**config.mk**
```make
export PLATFORM = sky130hd
export DESIGN_NAME = adc_sample_reader
export DESIGN_NICKNAME = d
export VERILOG_FILES = /design/src/rtl/adc_rd_pkg.sv /design/src/rtl/adc_rd_clkdiv.sv /design/src/rtl/adc_rd_timer.sv /design/src/rtl/adc_rd_frame.sv /design/src/rtl/adc_sample_reader.sv
export SDC_FILE = /design/constraint.sdc
export NUM_CORES = 1
export LEC_CHECK = 0
export ABC_AREA = 1
export CORE_ASPECT_RATIO = 0.5
export CORE_UTILIZATION = 52
export CTS_CLUSTER_SIZE = 24
export DETAILED_ROUTE_END_ITERATION = 16
export PLACE_DENSITY_LB_ADDON = 0.05
export SYNTH_ARGS = -nofsm -noshare
export SYNTH_HDL_FRONTEND = slang
export SYNTH_HIERARCHICAL = 1
export SYNTH_SLANG_ARGS = --single-unit
```
**constraint.sdc**
```tcl
create_clock -name clk_i -period 2.2 [get_ports clk_i]
set_clock_uncertainty 0.15 [all_clocks]
set_input_delay 0.66 -clock clk_i [delete_from_list [all_inputs] [get_ports clk_i]]
set_output_delay 0.66 -clock clk_i [all_outputs]
set_load 0.005 [all_outputs]
```
**src/rtl/adc_rd_pkg.sv**
```systemverilog
package adc_rd_pkg;
  localparam int RES_W = 12;
  localparam int SR_W  = 16;
  localparam int CNT_W = $clog2(SR_W) + 1;

  typedef enum logic [1:0] {
    MODE_R12 = 2'd0,
    MODE_R8  = 2'd1,
    MODE_R10 = 2'd2,
    MODE_ALT = 2'd3
  } res_mode_e;

  typedef enum logic [2:0] {
    ST_IDLE,
    ST_ARM_LOW,
    ST_ARM_HIGH,
    ST_SHIFT,
    ST_HOLD,
    ST_GAP
  } frame_st_e;

  function automatic logic [CNT_W-1:0] word_bits(input res_mode_e m);
    return (m == MODE_R8) ? CNT_W'(12) : CNT_W'(SR_W);
  endfunction

  function automatic logic [RES_W-1:0] extract(input res_mode_e m, input logic [SR_W-1:0] w);
    case (m)
      MODE_R8:  return {4'b0, w[7:0]};
      MODE_R10: return {2'b0, w[11:2]};
      default:  return w[RES_W-1:0];
    endcase
  endfunction
endpackage

```
**src/rtl/adc_rd_clkdiv.sv**
```systemverilog
module adc_rd_clkdiv #(
  parameter int DIV_W = 8
) (
  input  logic             clk_i,
  input  logic             rst_ni,
  input  logic             run_i,
  input  logic [DIV_W-1:0] div_i,
  output logic             sclk_o,
  output logic             rise_o,
  output logic             fall_o
);
  logic [DIV_W-1:0] cnt_q;
  logic             sclk_q;
  logic             hit;

  assign hit    = run_i && (cnt_q == div_i);
  assign rise_o = hit && !sclk_q;
  assign fall_o = hit && sclk_q;
  assign sclk_o = sclk_q;

  always_ff @(posedge clk_i or negedge rst_ni) begin
    if (!rst_ni) begin
      cnt_q  <= '0;
      sclk_q <= 1'b1;
    end else if (!run_i) begin
      cnt_q  <= '0;
      sclk_q <= 1'b1;
    end else if (hit) begin
      cnt_q  <= '0;
      sclk_q <= ~sclk_q;
    end else begin
      cnt_q  <= cnt_q + 1'b1;
    end
  end
endmodule

```
**src/rtl/adc_rd_timer.sv**
```systemverilog
module adc_rd_timer #(
  parameter int PER_W = 12
) (
  input  logic             clk_i,
  input  logic             rst_ni,
  input  logic             run_i,
  input  logic             rise_i,
  input  logic [PER_W-1:0] period_i,
  output logic             tick_o
);
  logic [PER_W-1:0] cnt_q;

  // counts whole serial-clock periods, so ticks always sit on a rising edge
  assign tick_o = rise_i && (cnt_q == period_i - 1'b1);

  always_ff @(posedge clk_i or negedge rst_ni) begin
    if (!rst_ni)          cnt_q <= '0;
    else if (!run_i)      cnt_q <= '0;
    else if (tick_o)      cnt_q <= '0;
    else if (rise_i)      cnt_q <= cnt_q + 1'b1;
  end
endmodule

```
**src/rtl/adc_rd_frame.sv**
```systemverilog
module adc_rd_frame
  import adc_rd_pkg::*;
(
  input  logic             clk_i,
  input  logic             rst_ni,
  input  logic             run_i,
  input  logic             rise_i,
  input  logic             fall_i,
  input  logic             tick_i,
  input  res_mode_e        mode_i,
  input  logic             sdata_i,
  output logic             cs_no,
  output logic [RES_W-1:0] data_o,
  output logic             valid_o,
  output logic             overrun_o
);
  frame_st_e        st_q;
  logic [SR_W-1:0]  sr_q;
  logic [SR_W-1:0]  sr_next;
  logic [CNT_W-1:0] bit_q;
  logic             last_bit;

  assign sr_next  = {sr_q[SR_W-2:0], sdata_i};
  assign last_bit = (bit_q == word_bits(mode_i) - 1'b1);

  always_ff @(posedge clk_i or negedge rst_ni) begin
    if (!rst_ni) begin
      st_q      <= ST_IDLE;
      sr_q      <= '0;
      bit_q     <= '0;
      cs_no     <= 1'b1;
      data_o    <= '0;
      valid_o   <= 1'b0;
      overrun_o <= 1'b0;
    end else if (!run_i) begin
      st_q      <= ST_IDLE;
      bit_q     <= '0;
      cs_no     <= 1'b1;
      valid_o   <= 1'b0;
      overrun_o <= 1'b0;
    end else begin
      valid_o <= 1'b0;
      if (tick_i && st_q != ST_IDLE) overrun_o <= 1'b1;
      case (st_q)
        ST_IDLE:     if (tick_i) st_q <= ST_ARM_LOW;
        ST_ARM_LOW:  if (fall_i) st_q <= ST_ARM_HIGH;
        ST_ARM_HIGH: if (rise_i) begin
          cs_no <= 1'b0;
          bit_q <= '0;
          st_q  <= ST_SHIFT;
        end
        ST_SHIFT:    if (fall_i) begin
          sr_q  <= sr_next;
          bit_q <= bit_q + 1'b1;
          if (last_bit) begin
            data_o  <= extract(mode_i, sr_next);
            valid_o <= 1'b1;
            st_q    <= ST_HOLD;
          end
        end
        ST_HOLD:     if (rise_i) begin
          cs_no <= 1'b1;
          st_q  <= ST_GAP;
        end
        ST_GAP:      if (rise_i) st_q <= ST_IDLE;
        default:     st_q <= ST_IDLE;
      endcase
    end
  end
endmodule

```
**src/rtl/adc_sample_reader.sv**
```systemverilog
module adc_sample_reader
  import adc_rd_pkg::*;
#(
  parameter int DIV_W = 8,
  parameter int PER_W = 12
) (
  input  logic             clk_i,
  input  logic             rst_ni,
  input  logic             run_i,
  input  logic [DIV_W-1:0] div_i,
  input  logic [PER_W-1:0] period_i,
  input  logic [1:0]       mode_i,
  input  logic             sdata_i,
  output logic             sclk_o,
  output logic             cs_no,
  output logic [11:0]      data_o,
  output logic             valid_o,
  output logic             overrun_o
);
  logic [DIV_W-1:0] div_q;
  logic [PER_W-1:0] per_q;
  res_mode_e        mode_q;
  logic             rise, fall, tick;

  // configuration is frozen for the whole run
  always_ff @(posedge clk_i or negedge rst_ni) begin
    if (!rst_ni) begin
      div_q  <= '0;
      per_q  <= '0;
      mode_q <= MODE_R12;
    end else if (!run_i) begin
      div_q  <= div_i;
      per_q  <= period_i;
      mode_q <= res_mode_e'(mode_i);
    end
  end

  adc_rd_clkdiv #(.DIV_W(DIV_W)) i_clkdiv (
    .clk_i  (clk_i),
    .rst_ni (rst_ni),
    .run_i  (run_i),
    .div_i  (div_q),
    .sclk_o (sclk_o),
    .rise_o (rise),
    .fall_o (fall)
  );

  adc_rd_timer #(.PER_W(PER_W)) i_timer (
    .clk_i    (clk_i),
    .rst_ni   (rst_ni),
    .run_i    (run_i),
    .rise_i   (rise),
    .period_i (per_q),
    .tick_o   (tick)
  );

  adc_rd_frame i_frame (
    .clk_i     (clk_i),
    .rst_ni    (rst_ni),
    .run_i     (run_i),
    .rise_i    (rise),
    .fall_i    (fall),
    .tick_i    (tick),
    .mode_i    (mode_q),
    .sdata_i   (sdata_i),
    .cs_no     (cs_no),
    .data_o    (data_o),
    .valid_o   (valid_o),
    .overrun_o (overrun_o)
  );
endmodule

```
==> impl_metrics.py <==
metrics = {
    "run_status": {
        "status": "complete, but fails checks",
        "violations": "setup timing",
    },
    "final_layout": {
        "insertedDiodeCount": 0,
        "regArea_mm2": 0.00193,
        "layout_commonest_cell": "nand2_1",
        "multi_input_area_mm2": 0.00223,
        "fillerInstances": 675,
        "area_growth_pct": 29.7,
        "final_cell_mix": "227 x nand2_1, 75 x dfrtp_1, 59 x inv_1, 45 x buf_4, 42 x nor2_1",
        "nets": 715,
        "drive_above_1_share_pct": 19.5,
    },
    "synthesis": {
        "ys_ff_latch": 77,
        "synthCells": 596,
        "async_reset_ff_share_pct": 100,
        "ys_types": 34,
        "synth_edf_count": 0,
        "ys_warn_count": 6,
        "syn-cell-area_mm2": 0.00438,
        "synth_nets": 628,
        "yosys_most_used_dff": "dfrtp_1",
        "syn_area_per_cell_um2": 7.34,
        "ys_seq_area_share_pct": 44.1,
    },
    "global_route": {
        "grt_busiest_layer": "met2",
        "grt_max_degree": 40,
        "grt_pass1_wl_um": 16300,
        "grt_use_met3_pct": 6.77,
        "grt_pass1_vias": 3577,
        "use_met1_pct": 30.1,
        "gr-total-overflow": 0,
        "antenna_found_initial": 0,
        "grt_usage_pct": 24.1,
        "use_met2_pct": 41.5,
    },
    "clocking": {
        "clockBufferDepth": 2,
        "cts_tree": "yes",
        "postCtsHoldBufs": 0,
        "cts_made_buffers": 9,
        "clk_latency_ns": 0.34,
        "path_clk_slew_ns": 0.06,
        "cts_root_buf": "clkbuf_16",
        "h-tree-depth": 3,
        "clock_sinks": 77,
    },
    "worst_setup_path": {
        "worstSetupPathType": "flop to flop",
        "rrSetupSlack_ns": -0.11,
        "required_ns": 2.27,
        "startpoint_type": "flop",
        "end_kind": "flop",
        "cp.arrival_ns": 2.38,
        "worstPathMaxFanout": 4,
    },
    "die": {
        "die_x_um": 132,
        "fp.coreArea_mm2": 0.00809,
        "initial_utilization_pct": 54.1,
        "io_pins": 42,
        "die_height_um": 66.9,
        "std_cell_rows": 23,
        "dieArea_mm2": 0.00881,
    },
    "sta": {
        "post-route-min-period_ns": 2.31,
        "tightest_slew_ns": 0.341,
        "max_slew_margin_pct": 77.2,
        "fmax_mhz": 433,
        "slew_violations": 0,
        "setup_viol": 3,
        "timing.final.crit_share_pct": 105,
        "hold_viol": 0,
        "fin_ws_ns": -0.110,
        "rsz0062_at_grt": "true",
    },
    "pwr": {
        "p_per_area_mw_per_mm2": 637,
        "power.total_uw": 3620,
        "p_leak_uw": 0.00286,
        "ir_worst_vdd_mv": 0.398,
    },
    "route": {
        "via_per_inst": 4.94,
        "routed_wl_um": 10100,
        "drtIter0Drc": 245,
        "drc_errors": 0,
        "num_vias": 3950,
        "wl_per_cell_um": 12.7,
        "drt_first_pass_iters": 5,
        "antenna_left": 0,
    },
    "placement": {
        "post-place-ws_ns": -0.473,
        "routabilityCongestion": 0.842,
        "portBuffers": 41,
        "dp_hpwl_um": 6950,
    },
    "job": {
        "maxCapViolCount": 0,
    },
    "min_path": {
        "hp-class": "input port to asynchronous set/reset pin",
    },
}
logic make-up (layout without fill, tap and decap cells):
logic type / count (synthesis) / in the layout / synth area share (%)
fa+ha+maj: 6 / 6 / 1.72
simple gates: 369 / 369 / 36.4
buf+inv: 88 / 179 / 8.72
flops: 77 / 77 / 44.1
compound gates: 36 / 36 / 4.69
xor+xnor: 20 / 20 / 4.37
power by group:
| group | internal (µW) | switching (µW) | leakage, µW | total, µW |
|---|---|---|---|---|
| clock | 779 | 569 | 0.000134 | 1350 |
| combinational | 286 | 396 | 0.00175 | 682 |
| sequential | 1500 | 91.6 | 0.000968 | 1590 |
per-stage QoR:
stage	utilization, %	setup TNS [ns]	std cells	hold slack (ns)	area, µm²
2_1_floorplan	-	-0.136	596	0.214	4400
3_3_place_gp	63.7	-6.15	772	0.326	5150
3_5_place_dp	63.7	-6.71	772	0.329	5150
4_1_cts	67.5	-0.205	791	0.0704	5460
5_1_grt	70.2	-2.81	799	0.0820	5680
6_report	70.2	-0.309	799	0.0684	5680
timing repair:
action | 4_1_cts | 5_1_grt
buffers inserted | 4 | 8
gates resized for setup | 7 | 44
cloned | 0 | 1
hold endpoints to repair | 0 | 0
pin swaps | 4 | 22
setup endpoints to repair | 4 | 31
sequential cells by signal, summed over array words and instances (netlist names):
signal,flops
i_clkdiv/cnt_q,8
i_clkdiv/sclk_o,1
per_q,12
i_frame/valid_o,1
i_timer/cnt_q,12
i_frame/sr_q,11
i_frame/st_q,3
i_frame/bit_q,5
i_frame/cs_no,1
i_frame/overrun_o,1
i_frame/data_o,12
div_q,8
mode_q,2
critical path, cell delays in order (launching register included):
cell and delay, ns:
dfrtp_1 0.39, xnor2_1 0.16, nand2_1 0.11, nor2_4 0.18, nand3_4 0.10, nor2_4 0.10
nand4_1 0.09, nor2_1 0.12, nand3_1 0.09, nor2_2 0.13, nand2_2 0.07, inv_2 0.06
inv_2 0.03, nand3_2 0.05, nand2_1 0.05, nand2_2 0.09, nand3_2 0.09, nand2_1 0.07
nand2_1 0.06
layout make-up:
type / instances / area share, %
Clock buffer: 10 / 4.21
Sequential cell: 77 / 34.0
Multi-Input combinational cell: 431 / 39.3
Timing Repair Buffer: 91 / 14.7
Inverter: 73 / 4.83
Clock inverter: 5 / 0.485
Tap cell: 112 / 2.47
routing by layer:
layer / up-vias / part of all wire [%] / wire, µm
met5: - / 0 / 0
met4: 0 / 0.81 / 82
met3: 10 / 3.6 / 363
met2: 80 / 48 / 4860
met1: 1839 / 48 / 4810
li1: 2021 / - / -
Yosys cell counts, types with 2 or more instances:
cell,instances,area [µm²]
a21oi_1,9,45.0
buf_6,5,56.3
clkbuf_1,2,7.51
nand3b_1,2,15.0
xor2_1,6,52.6
nand3_1,37,185
nor2_1,44,165
nand4_1,11,68.8
a22oi_1,10,75.1
nor3_2,4,40.0
nand2_4,2,22.5
ha_1,6,75.1
buf_2,5,25.0
nor2_2,6,37.5
nor2_4,2,22.5
o21ai_0,15,75.1
buf_4,2,15.0
inv_2,6,22.5
nand2_1,248,931
nor3_1,3,15.0
dfstp_2,2,52.6
or2_1,2,12.5
nand2_2,3,18.8
inv_1,67,251
dfrtp_1,75,1880
o21ai_1,2,10.0
xnor2_1,13,114
worst paths after layout:
check / startpoint / cells past startpoint / end
max: div_q[6] / 18 / i_frame/st_q[0]
min: rst_ni / 1 / i_timer/cnt_q[10]
max reg2reg: div_q[6] / 18 / i_frame/st_q[0]
min reg2reg: i_frame/data_o[11] / 2 / i_frame/data_o[11]
max in group asynchronous: rst_ni / 2 / i_frame/cs_no
min in group clk_i: i_frame/data_o[11] / 2 / i_frame/data_o[11]
Power figures use the tool's default switching activity.
